[config.mk]
export PLATFORM = sky130hd
export DESIGN_NAME = can_irq_gather
export DESIGN_NICKNAME = d
export VERILOG_FILES = /design/src/rtl/can_irq_pkg.sv /design/src/rtl/can_irq_evt_merge.sv /design/src/rtl/can_irq_pend_reg.sv /design/src/rtl/can_irq_err_latch.sv /design/src/rtl/can_irq_mask.sv /design/src/rtl/can_irq_gather.sv
export SDC_FILE = /design/constraint.sdc
export NUM_CORES = 1
export LEC_CHECK = 0
export CAP_MARGIN = 20
export CELL_PAD_IN_SITES_DETAIL_PLACEMENT = 1
export CELL_PAD_IN_SITES_GLOBAL_PLACEMENT = 2
export CORE_ASPECT_RATIO = 0.5
export CORE_UTILIZATION = 32
export DETAILED_ROUTE_END_ITERATION = 10
export DONT_BUFFER_PORTS = 1
export GPL_TIMING_DRIVEN = 0
export PLACE_DENSITY = 0.73
export SLEW_MARGIN = 0
export SYNTH_ARGS = -nofsm -noshare
export SYNTH_HDL_FRONTEND = slang
export SYNTH_SLANG_ARGS = --single-unit
export TNS_END_PERCENT = 5
[constraint.sdc]
create_clock -name clk -period 1.55 [get_ports clk]
set_input_delay 0.31 -clock clk [delete_from_list [all_inputs] [get_ports clk]]
set_output_delay 0.31 -clock clk [all_outputs]
set_load 0.01 [all_outputs]
[src/rtl/can_irq_pkg.sv]
package can_irq_pkg;

  // One pending flag's next value: a set event outranks a clear request.
  function automatic logic pend_next(input logic cur, input logic set, input logic clr);
    return set | (cur & ~clr);
  endfunction

  // One source's contribution to the shared interrupt line.
  function automatic logic src_active(input logic pend, input logic en);
    return pend & en;
  endfunction

  // Next diagnostic field: accumulate, or restart when the error flag is cleared.
  function automatic logic [31:0] diag_next(input logic [31:0] cur, input logic [31:0] code,
                                            input logic ev, input logic clr);
    logic [31:0] base;
    base = clr ? 32'd0 : cur;
    return ev ? (base | code) : base;
  endfunction

endpackage

[src/rtl/can_irq_evt_merge.sv]
module can_irq_evt_merge #(
  parameter int NBUF = 16
) (
  input  logic [NBUF-1:0] rx_ev,
  input  logic [NBUF-1:0] tx_ev,
  input  logic [NBUF-1:0] rsp_ev,
  input  logic [NBUF-1:0] sched_ev,
  output logic [NBUF-1:0] buf_set,
  output logic            rx_any
);
  for (genvar i = 0; i < NBUF; i++) begin : g_buf
    assign buf_set[i] = rx_ev[i] | tx_ev[i] | rsp_ev[i] | sched_ev[i];
  end
  assign rx_any = |rx_ev;
endmodule

[src/rtl/can_irq_pend_reg.sv]
module can_irq_pend_reg
  import can_irq_pkg::*;
#(
  parameter int NBITS = 17
) (
  input  logic             clk,
  input  logic             rst_n,
  input  logic [NBITS-1:0] set_vec,
  input  logic             clr_wr,
  input  logic [NBITS-1:0] clr_mask,
  output logic [NBITS-1:0] pend_q
);
  logic [NBITS-1:0] clr_hit;

  for (genvar i = 0; i < NBITS; i++) begin : g_bit
    assign clr_hit[i] = clr_wr & clr_mask[i];

    always_ff @(posedge clk or negedge rst_n) begin
      if (!rst_n) pend_q[i] <= 1'b0;
      else        pend_q[i] <= pend_next(pend_q[i], set_vec[i], clr_hit[i]);
    end

    assert_set_wins_R5: assert property (@(posedge clk) disable iff (!rst_n)
      set_vec[i] |=> pend_q[i]);
    assert_clear_R4: assert property (@(posedge clk) disable iff (!rst_n)
      (clr_hit[i] && !set_vec[i]) |=> !pend_q[i]);
    assert_hold_R4: assert property (@(posedge clk) disable iff (!rst_n)
      (!clr_hit[i] && !set_vec[i]) |=> $stable(pend_q[i]));
  end
endmodule

[src/rtl/can_irq_err_latch.sv]
module can_irq_err_latch
  import can_irq_pkg::*;
#(
  parameter int DIAG_W = 4
) (
  input  logic              clk,
  input  logic              rst_n,
  input  logic              err_ev,
  input  logic [DIAG_W-1:0] err_code,
  input  logic              err_clr,
  output logic [DIAG_W-1:0] diag_q
);
  logic [31:0] nxt;

  always_comb begin
    nxt = diag_next(32'(diag_q), 32'(err_code), err_ev, err_clr);
  end

  always_ff @(posedge clk or negedge rst_n) begin
    if (!rst_n) diag_q <= '0;
    else        diag_q <= nxt[DIAG_W-1:0];
  end

  assert_diag_clr_R9: assert property (@(posedge clk) disable iff (!rst_n)
    (err_clr && !err_ev) |=> (diag_q == '0));
  assert_diag_acc_R3: assert property (@(posedge clk) disable iff (!rst_n)
    (err_ev && !err_clr) |=> ((diag_q & $past(err_code)) == $past(err_code)));
endmodule

[src/rtl/can_irq_mask.sv]
module can_irq_mask
  import can_irq_pkg::*;
#(
  parameter int NBITS = 17
) (
  input  logic [NBITS-1:0] pend,
  input  logic [NBITS-1:0] en,
  output logic             irq
);
  logic [NBITS-1:0] active;
  for (genvar i = 0; i < NBITS; i++) begin : g_src
    assign active[i] = src_active(pend[i], en[i]);
  end
  assign irq = |active;
endmodule

[src/rtl/can_irq_gather.sv]
module can_irq_gather #(
  parameter int NBUF   = 16,
  parameter int DIAG_W = 4
) (
  input  logic              clk,
  input  logic              rst_n,
  input  logic [NBUF-1:0]   rx_ev,
  input  logic [NBUF-1:0]   tx_ev,
  input  logic [NBUF-1:0]   rsp_ev,
  input  logic [NBUF-1:0]   sched_ev,
  input  logic              err_ev,
  input  logic [DIAG_W-1:0] err_code,
  input  logic              clr_wr,
  input  logic [NBUF:0]     clr_mask,
  input  logic              en_wr,
  input  logic [NBUF:0]     en_wdata,
  output logic [NBUF:0]     pend_q,
  output logic [NBUF:0]     en_q,
  output logic [DIAG_W-1:0] diag_q,
  output logic              irq_o,
  output logic              wake_o
);
  localparam int NBITS = NBUF + 1;
  localparam int ERR_BIT = NBUF;

  logic [NBUF-1:0]  buf_set;
  logic             rx_any;
  logic [NBITS-1:0] set_vec;
  logic             err_clr;

  can_irq_evt_merge #(.NBUF(NBUF)) u_merge (
    .rx_ev(rx_ev), .tx_ev(tx_ev), .rsp_ev(rsp_ev), .sched_ev(sched_ev),
    .buf_set(buf_set), .rx_any(rx_any)
  );

  assign set_vec = {err_ev, buf_set};
  assign err_clr = clr_wr & clr_mask[ERR_BIT];

  can_irq_pend_reg #(.NBITS(NBITS)) u_pend (
    .clk(clk), .rst_n(rst_n), .set_vec(set_vec),
    .clr_wr(clr_wr), .clr_mask(clr_mask), .pend_q(pend_q)
  );

  can_irq_err_latch #(.DIAG_W(DIAG_W)) u_diag (
    .clk(clk), .rst_n(rst_n), .err_ev(err_ev), .err_code(err_code),
    .err_clr(err_clr), .diag_q(diag_q)
  );

  always_ff @(posedge clk or negedge rst_n) begin
    if (!rst_n)     en_q <= '0;
    else if (en_wr) en_q <= en_wdata;
  end

  always_ff @(posedge clk or negedge rst_n) begin
    if (!rst_n) wake_o <= 1'b0;
    else        wake_o <= rx_any;
  end

  can_irq_mask #(.NBITS(NBITS)) u_mask (
    .pend(pend_q), .en(en_q), .irq(irq_o)
  );

  assert_wake_R8: assert property (@(posedge clk) disable iff (!rst_n)
    (|rx_ev) |=> wake_o);
  assert_wake_low_R8: assert property (@(posedge clk) disable iff (!rst_n)
    !(|rx_ev) |=> !wake_o);
  assert_enable_write_R7: assert property (@(posedge clk) disable iff (!rst_n)
    en_wr |=> (en_q == $past(en_wdata)));
  assert_enable_hold_R7: assert property (@(posedge clk) disable iff (!rst_n)
    !en_wr |=> $stable(en_q));
  assert_err_pending_R3: assert property (@(posedge clk) disable iff (!rst_n)
    err_ev |=> pend_q[ERR_BIT]);
  assert_irq_quiet_R6: assert property (@(posedge clk) disable iff (!rst_n)
    ((pend_q & en_q) == '0) |-> !irq_o);
endmodule

==> results_dict.tcl, run 1 <==
set metrics [dict create \
    clock-sinks 39 \
    worstPathCellList "a22o_1 -> a221oi_2 -> and3_1 -> nand3_2" \
    finalMaxSlewViolations 0 \
    cts.htree.levels 2 \
    clock_latency_ns 0.28 \
    postRouteWirelength_um 4410 \
    violations "negative setup slack" \
    final_net_count 262 \
    yosysTopAreaCell "dfrtp_1" \
    synth_warnings 0 \
    worstMarginPinSlew_ns 0.488 \
    core_um2 4660 \
    die_area_um2 5440 \
    antenna_left 0 \
    die_y_um 52.6 \
    fill_cells 508 \
    cp-end-kind "primary output" \
    cp_top_family "compound AO/OA/AOI/OAI gates" \
    rsz0062_at_grt "true" \
    firstDrtPassIters 4 \
    final_util_pct 40.3 \
    synth-seq-cells 39 \
    vias 1195 \
    drt-initial-drc-count 29 \
    synth_area_leaders "dfrtp_1 59%, mux2_2 12%, nand2_1 11%" \
    synthSimpleGateAreaFrac_pct 20.1 \
    syn-num-nets 253 \
    cts_setup_buffers 0 \
    dp_hpwl_um 3450 \
    pin_count 147 \
    critPathBufInv 0 \
    finalWeightedCongestion 0.754 \
    clk_pin_slew_worst_paths_ns 0.08 \
    cp.required_ns 1.24 \
    seq_area_frac_synth_pct 59.5 \
    grt_max_degree 40 \
    synth-compound-area-share_pct 7.01 \
    cts_max_path_buffers 2 \
    synth_top_family_by_area "simple AND/OR/NAND/NOR gates" \
    leakage_uw 0.000757 \
    arrival_ns 1.52 \
    finalCritPeriodShare_pct 118 \
    cp-start-kind "register" \
    cts_root_buffer "clkbuf_8" \
    yosysMostFrequentCell "nand2_1" \
    synth_edf_count 0 \
    status "finished, violations left" \
    initial_core_util_pct 35.2 \
    finalSetupViolCount 1 \
    max_freq_ghz 0.548 \
    cpMaxStageDelayCell "dfrtp_1" \
    synth-async-reset-ratio_pct 100 \
    drc 0 \
    max_slew_margin_pct 67.1 \
    fin_cells 222 \
    track_usage_pct 16.7 \
    p_int_uw 1580 \
    synth.avg_cell_area_um2 11.2 \
    placed_cells 212 \
    worstSetupPathType "register to primary output" \
    cts_made_buffers 5 \
    overflow 0 \
    switchingPower_uw 518 \
    clock_skew_ns 0 \
    total_power_uw 2090 \
    die_x_um 103 \
    sw_frac_of_total_pct 24.7 \
    ys_types 16 \
    grt_pass1_vias 1223 \
    synth_xor_area_share_pct 0 \
    pwr-share-seq_pct 55.9 \
    cts_tree "built" \
    cap_viol_max_count 0 \
    synth_top_area_share_pct 59.5 \
    synthesis.area_um2 1640 \
    yosys-top-cells-count "50 x nand2_1, 39 x dfrtp_1, 20 x nor4_1" \
    drive_gt1_share_pct 20.5 \
    num_antenna_cells 0 \
    synthMuxAreaShare_pct 11.7 \
    final.setup.worst_slack_ns -0.276 \
    post-route-min-period_ns 1.83 \
    combPwrFrac_pct 8.2 \
    synthFlopType "dfrtp_1" \
    via_per_inst 5.38 \
    grt_pass1_wl_um 6240 \
    clkPwrFrac_pct 35.9 \
    p_per_area_nw_per_um2 1120 \
    min_path_type "primary input to register" \
    portBuffers 0 \
    irDropWorstVdd_uv 443 \
    cp_max_fo 3 \
    hold_viol_final 0 \
    std_cell_rows 17 \
    synth_fa_ha_area_share_pct 0 \
    areaGrowthSynthToFinish_pct 14.3 \
    antenna_found_initial 0 \
    wire_per_inst_um 19.9 \
    cpPeakStageDelay_ns 0.43 \
    postSynthCellCount 146 \
]
==> sequential cells by signal, summed over array words and instances (netlist names) <==
| signal | flops |
|---|---|
| u_pend.pend_q | 17 |
| wake_o | 1 |
| en_q | 17 |
| u_diag.diag_q | 4 |
==> cell type report <==
cell class | count | area (um2) | share of cell area (%)
Clock buffer | 8 | 100 | 5.33
Timing Repair Buffer | 2 | 30.0 | 1.60
Buffer | 4 | 28.8 | 1.53
Sequential cell | 39 | 976 | 52.0
Tap cell | 66 | 82.6 | 4.40
Multi-Input combinational cell | 103 | 659 | 35.1
==> cell usage in the layout, fill, tap and decap left out, drive strengths merged <==
cell type	instances
clkbuf	8
buf	5
dlygate4sd3	1
and3	1
a21o	1
a221oi	2
nor4	20
nand2	50
nand4	1
mux2	17
a22oi	4
a222oi	1
a22o	5
dfrtp	39
nand3	1
==> power groups by stage <==
| stage | logic (uW) | clock network, uW | registers, uW |
|---|---|---|---|
| 6_report | 173 | 751 | 1170 |
| 2_1_floorplan | 120 | 0 | 1170 |
| 3_5_place_dp | 146 | 0 | 1190 |
| 5_1_grt | 194 | 842 | 1180 |
| 3_3_place_gp | 142 | 0 | 1190 |
| 4_1_cts | 177 | 784 | 1170 |
==> repair_timing <==
item,CTS,global route
pin swaps,0,2
setup endpoints to repair,1,1
hold buffers,2,0
hold endpoints to repair,39,0
gates resized for setup,2,1
==> logic make-up (layout without fill, tap and decap cells) <==
kind of cell | after synthesis | in the layout
flip-flops | 39 | 39
AND/OR/NAND/NOR | 73 | 73
multiplexers | 17 | 17
AO/OA/AOI/OAI | 13 | 13
buffers and inverters | 4 | 14
==> stage by stage <==
stage | setup TNS, ns | hold slack (ns) | worst slack, ns | instance area (um2)
2_1_floorplan | 0 | 0.0144 | 0.168 | 1640
3_3_place_gp | -0.120 | 0.0153 | -0.120 | 1720
3_5_place_dp | -0.104 | 0.0152 | -0.104 | 1720
4_1_cts | -0.296 | 0.116 | -0.296 | 1870
5_1_grt | -0.360 | 0.110 | -0.360 | 1880
6_report | -0.276 | 0.120 | -0.276 | 1880
==> layer usage <==
layer  routed length, um  up-vias  global-route usage, %
met5                   0        -                      0
met4                   0        0                   4.23
met1                1950      584                   21.4
met3                 297        0                   5.87
met2                2160       63                   27.0
li1                    -      548                      -
==> worst paths after layout <==
kind	start	end	slack [ns]	cells after the start
setup / recovery	en_q[2]	irq_o	-0.28	4
hold / removal	sched_ev[7]	u_pend.pend_q[7]	0.12	2
setup reg to reg	en_q[0]	en_q[0]	0.68	1
hold reg to reg	u_diag.diag_q[2]	u_diag.diag_q[2]	0.57	1
max in group asynchronous	rst_n	en_q[2]	0.87	2
min in group asynchronous	rst_n	en_q[15]	0.48	2
(Power assumes the default switching activity.)
==> run 2, diff against run 1 <==
CORE_MARGIN = 8   (was unset)
PLACE_DENSITY = 0.88   (was 0.73)
RECOVER_POWER = 50   (was unset)
==> run 2 against run 1 <==
Against the previous run: first-iteration DRC count up 140%; combinational power down 5%; the run still ends with negative setup slack left; clock skew unchanged; register-to-register slack about the same; clock power down 11%; largest power group unchanged; die area up 44%; hold slack worse by 0.0093 ns; global-route usage down 2.3 points; sequential share of layout area up 1.5 points; final area down 2.7%; total power down 4.1%; setup slack better by 0.0049 ns.
==> results_dict.tcl, run 2 (same netlist as run 1, synthesis figures left out) <==
set metrics [dict create \
    arrival_ns 1.51 \
    overflow 0 \
    grt_max_degree 40 \
    antenna_left 0 \
    irDropWorstVdd_uv 330 \
    violations "negative setup slack" \
    worstSetupPathType "register to primary output" \
    fin_cells 226 \
    finalSetupViolCount 1 \
    wire_per_inst_um 25.3 \
    max_freq_ghz 0.549 \
    p_per_area_nw_per_um2 1100 \
    die_area_um2 7820 \
    std_cell_rows 18 \
    leakage_uw 0.000730 \
    postRouteWirelength_um 5730 \
    worstMarginPinSlew_ns 0.991 \
    core_um2 4930 \
    clock_latency_ns 0.28 \
    final_net_count 262 \
    grt_pass1_vias 1468 \
    rsz0062_at_grt "true" \
    worst_r2r_startpoint "en_q[0]" \
    clk_pin_slew_worst_paths_ns 0.08 \
    cts_made_buffers 5 \
    grt_pass1_wl_um 8490 \
    areaGrowthSynthToFinish_pct 11.3 \
    cp-startpoint "u_pend.pend_q[2]" \
    final_common_cell "nand2_1" \
    placed_cells 216 \
    pin_count 147 \
    min_path_type "primary input to register" \
    num_antenna_cells 0 \
    cts_root_buffer "clkbuf_8" \
    cp-end-kind "primary output" \
    finalMaxSlewViolations 0 \
    fin_area_um2 1830 \
    drt-initial-drc-count 69 \
    clock-sinks 39 \
    final.setup.worst_slack_ns -0.271 \
    finalWeightedCongestion 0.704 \
    antenna_found_initial 0 \
    pre_cts_ws_ns -0.0515 \
    dp_hpwl_um 4660 \
    place_area_um2 1730 \
    die_y_um 66.6 \
    firstDrtPassIters 4 \
    die_x_um 117 \
    cp_max_fo 3 \
    vias 1224 \
    track_usage_pct 14.4 \
    post-route-min-period_ns 1.82 \
    initial_core_util_pct 33.3 \
    cp.required_ns 1.24 \
    clock_skew_ns 0 \
    cts_tree "built" \
    layout_common_cells "50 x nand2_1, 38 x dfrtp_1, 20 x nor4_1" \
    drive_gt1_share_pct 19.2 \
    via_per_inst 5.42 \
    portBuffers 0 \
    hold_path_startpoint "err_ev" \
    max_slew_margin_pct 34.0 \
    cts_setup_buffers 0 \
    drc 0 \
    finalCritPeriodShare_pct 117 \
    final_util_pct 37.0 \
    cp-start-kind "register" \
    status "finished, violations left" \
    reg_top3 "en_q (17), u_pend.pend_q (17), u_diag.diag_q (4)" \
    cap_viol_max_count 0 \
    hold_viol_final 0 \
    cts.htree.levels 2 \
    total_power_uw 2010 \
    cts_max_path_buffers 2 \
]
[run 2: report_power, final]
part           switching (uW)  leakage [uW]  internal [uW]
registers                94.4      0.000404           1080
logic                    81.9      0.000283           82.6
clock network             354     0.0000422            316
[run 2: what timing repair did]
action                                  CTS  global route
gates resized for setup                   2             1
endpoints found under the setup margin    1             1
pin swaps                                 1             0
hold buffers                              2             0
hold endpoints to repair                 39             0
[run 2: path summary, 6_finish.rpt]
path	to	slack [ns]	cells after the start
max	irq_o	-0.27	4
min in group asynchronous	en_q[5]	0.72	2
min reg2reg	u_pend.pend_q[12]	0.58	2
max in group asynchronous	u_pend.pend_q[2]	0.17	2
max reg2reg	en_q[0]	0.69	1
min	u_pend.pend_q[16]	0.11	1
[run 2: layout make-up]
cell class	count	area [um2]
Buffer	4	17.5
Clock buffer	7	76.3
Clock inverter	1	5.00
Fill cell	565	3110
Multi-Input combinational cell	103	648
Sequential cell	39	977
Tap cell	70	87.6
Timing Repair Buffer	2	15.0
[run 2: metal layers]
layer | wire (um) | GRT usage, % | vias up
met4 | 55 | 4.27 | 0
met2 | 3150 | 25.8 | 45
li1 | - | - | 546
met1 | 2120 | 16.5 | 628
met5 | 0 | 0 | -
met3 | 401 | 4.15 | 5
[run 2: through the flow]
step	hold slack, ns	TNS [ns]
after floorplan	0.0144	0
after global placement	0.0154	-0.0639
after detailed placement	0.0153	-0.0515
after CTS	0.104	-0.321
after global routing	0.0924	-0.407
final	0.111	-0.271
[run 2: critical path, stage by stage (launching register included)]
cell      delay [ns]
dfrtp_2         0.45
a22o_1          0.25
a221oi_2        0.19
and3_1          0.22
nand3_2         0.12
==> run 3, diff against run 2 <==
ABC_AREA = 1   (was unset)
HOLD_SLACK_MARGIN = 0.05   (was unset)
PLACE_DENSITY = 0.89   (was 0.88)
REMOVE_ABC_BUFFERS = 1   (was unset)
==> run 3 against run 2 <==
Against the previous run: the flow now finishes without violations; first-iteration DRC count is 26% lower; synthesized cell count is 21% higher; critical endpoint unchanged; count of clock-buffer cells in the layout is 1 higher; largest cell class unchanged; critical path type unchanged; core utilization is 1.1 points lower; sequential power hardly changed; non-clock buffer count is 4 lower; combinational power is 8% higher; highest routed layer unchanged; clock power is 12% higher.
==> results_dict.tcl, run 3 <==
set metrics [dict create \
    num_antenna_cells 0 \
    reg_top3 "en_q (17), u_pend.pend_q (17), u_diag.diag_q (4)" \
    r2r_slack_ns 0.71 \
    finalCritPeriodShare_pct 96.9 \
    dp_hpwl_um 4380 \
    worstSetupPathType "register to primary output" \
    drc 0 \
    cp_max_fo 3 \
    synth_edf_count 0 \
    die_x_um 121 \
    track_usage_pct 12.3 \
    whs_ns 0.114 \
    grt_max_degree 40 \
    finalSetupViolCount 0 \
    cp-end-kind "primary output" \
    multi_input_area_um2 736 \
    grt_pass1_vias 1508 \
    clock-sinks 39 \
    synth_top_area_share_pct 55.8 \
    clk_pin_slew_worst_paths_ns 0.08 \
    synthFlopType "dfrtp_1" \
    grt_pass1_wl_um 7870 \
    cts_made_buffers 5 \
    cp.required_ns 1.24 \
    die_area_um2 8240 \
    pin_count 147 \
    ys_types 13 \
    yosys-top-cells-count "76 x nand2_1, 39 x dfrtp_1, 16 x nor4_1" \
    status "finished clean" \
    finalWeightedCongestion 0.688 \
    arrival_ns 1.19 \
    p_per_area_nw_per_um2 1090 \
    initial_core_util_pct 32.6 \
    synth-seq-cells 39 \
    drt-initial-drc-count 51 \
    firstDrtPassIters 2 \
    whs_endpoint "u_pend.pend_q[0]" \
    pre_cts_ws_ns 0.242 \
    overflow 0 \
    seq_area_frac_synth_pct 55.8 \
    postSynthCellCount 176 \
    r2r_end "en_q[13]" \
    combPwrFrac_pct 8.5 \
    holdPathStages 2 \
    antenna_found_initial 0 \
    hold_viol_final 0 \
    clock_skew_ns 0 \
    antenna_left 0 \
    yosysMostFrequentCell "nand2_1" \
    switchingPower_uw 515 \
    drive_gt1_share_pct 18.1 \
    synth_warnings 0 \
    cap_viol_max_count 0 \
    wire_per_inst_um 21.2 \
    hold_path_startpoint "sched_ev[0]" \
    final_net_count 288 \
    irDropWorstVdd_uv 374 \
    max_slew_margin_pct 41.0 \
    die_y_um 68.3 \
    p_int_uw 1590 \
    synthesis.area_um2 1750 \
    cts_max_path_buffers 2 \
    reg2reg_depth 1 \
    cts_tree "built" \
    final_common_cell "nand2_1" \
    finalMaxSlewViolations 0 \
    cp-start-kind "register" \
    portBuffers 0 \
    vias 1301 \
    worst_r2r_startpoint "en_q[13]" \
    post-route-min-period_ns 1.50 \
    core_um2 5370 \
    worstMarginPinSlew_ns 0.885 \
    fill_cells 634 \
    synth.avg_cell_area_um2 9.95 \
    max_freq_ghz 0.666 \
    postRouteWirelength_um 5400 \
    sw_frac_of_total_pct 24.5 \
    areaGrowthSynthToFinish_pct 10.4 \
    synth_area_leaders "dfrtp_1 56%, nand2_1 16%, mux2_4 8.6%" \
    final_util_pct 36.0 \
    std_cell_rows 19 \
    min_path_type "primary input to register" \
    clock_latency_ns 0.29 \
    yosysTopAreaCell "dfrtp_1" \
    synth-async-reset-ratio_pct 100 \
    layout_common_cells "76 x nand2_1, 34 x dfrtp_1, 16 x nor4_1" \
    rsz0062_at_grt "true" \
    clkPwrFrac_pct 35.6 \
    cts.htree.levels 2 \
    leakage_uw 0.000855 \
    via_per_inst 5.10 \
    pwr-share-seq_pct 55.9 \
    cts_root_buffer "clkbuf_8" \
    seqCellArea_um2 982 \
    final.setup.worst_slack_ns 0.0477 \
]
[run 3: area by class of cell]
type,count,area share (%)
Timing Repair Buffer,2,0.777
Sequential cell,39,50.8
Clock buffer,8,5.18
Tap cell,73,4.73
Multi-Input combinational cell,131,38.1
Inverter,2,0.389
[run 3: how the worst max path moves through the flow]
| stage | start | end |
|---|---|---|
| final | u_pend.pend_q[15] | irq_o |
| after global routing | u_pend.pend_q[15] | irq_o |
| after CTS | u_pend.pend_q[15] | irq_o |
| after detailed placement | u_pend.pend_q[14] | irq_o |
| after global placement | u_pend.pend_q[14] | irq_o |
| after floorplan | u_pend.pend_q[4] | irq_o |
[run 3: layer usage]
layer / up-vias / GRT usage (%) / wire, um
met5: - / 0 / 0
met4: 0 / 4.78 / 63
met3: 8 / 3.13 / 328
met2: 49 / 23.2 / 3020
met1: 647 / 13.3 / 1990
li1: 597 / - / -
[run 3: logic make-up after synthesis]
logic type / count (synthesis) / share of synthesized area, %
buf+inv: 6 / 2.79
mux: 17 / 13.1
flops: 39 / 55.8
simple gates: 109 / 25.9
compound gates: 5 / 2.43
[run 3: power by group through the flow]
stage | Clock, uW | Sequential, uW | Combinational, uW
2_1_floorplan | 0 | 1170 | 135
3_3_place_gp | 0 | 1190 | 150
5_1_grt | 814 | 1180 | 204
6_report | 748 | 1180 | 178
3_5_place_dp | 0 | 1200 | 157
4_1_cts | 771 | 1180 | 188
[run 3: critical path, cell delays in order (launching register included)]
cell     delay [ns]
dfrtp_2        0.45
nand2_1        0.08
nand3_1        0.08
nor2_2         0.15
nand3_2        0.14
[run 3: through the flow]
step	instance area, um2	power (uW)	cells	TNS, ns
finish	1930	2100	255	0
global route	1930	2200	255	-0.0417
CTS	1940	2140	255	0
detailed placement	1800	1350	245	0
global placement	1800	1340	245	0
floorplan	1710	1300	172	0
[run 3: repair_timing]
| item | CTS | global route |
|---|---|---|
| buffers inserted | 0 | 0 |
| endpoints found under the setup margin | 1 | 1 |
| pin swaps | 1 | 0 |
| resized for setup | 3 | 5 |
| endpoints found under the hold margin | 39 | 0 |
| hold buffers | 2 | 0 |
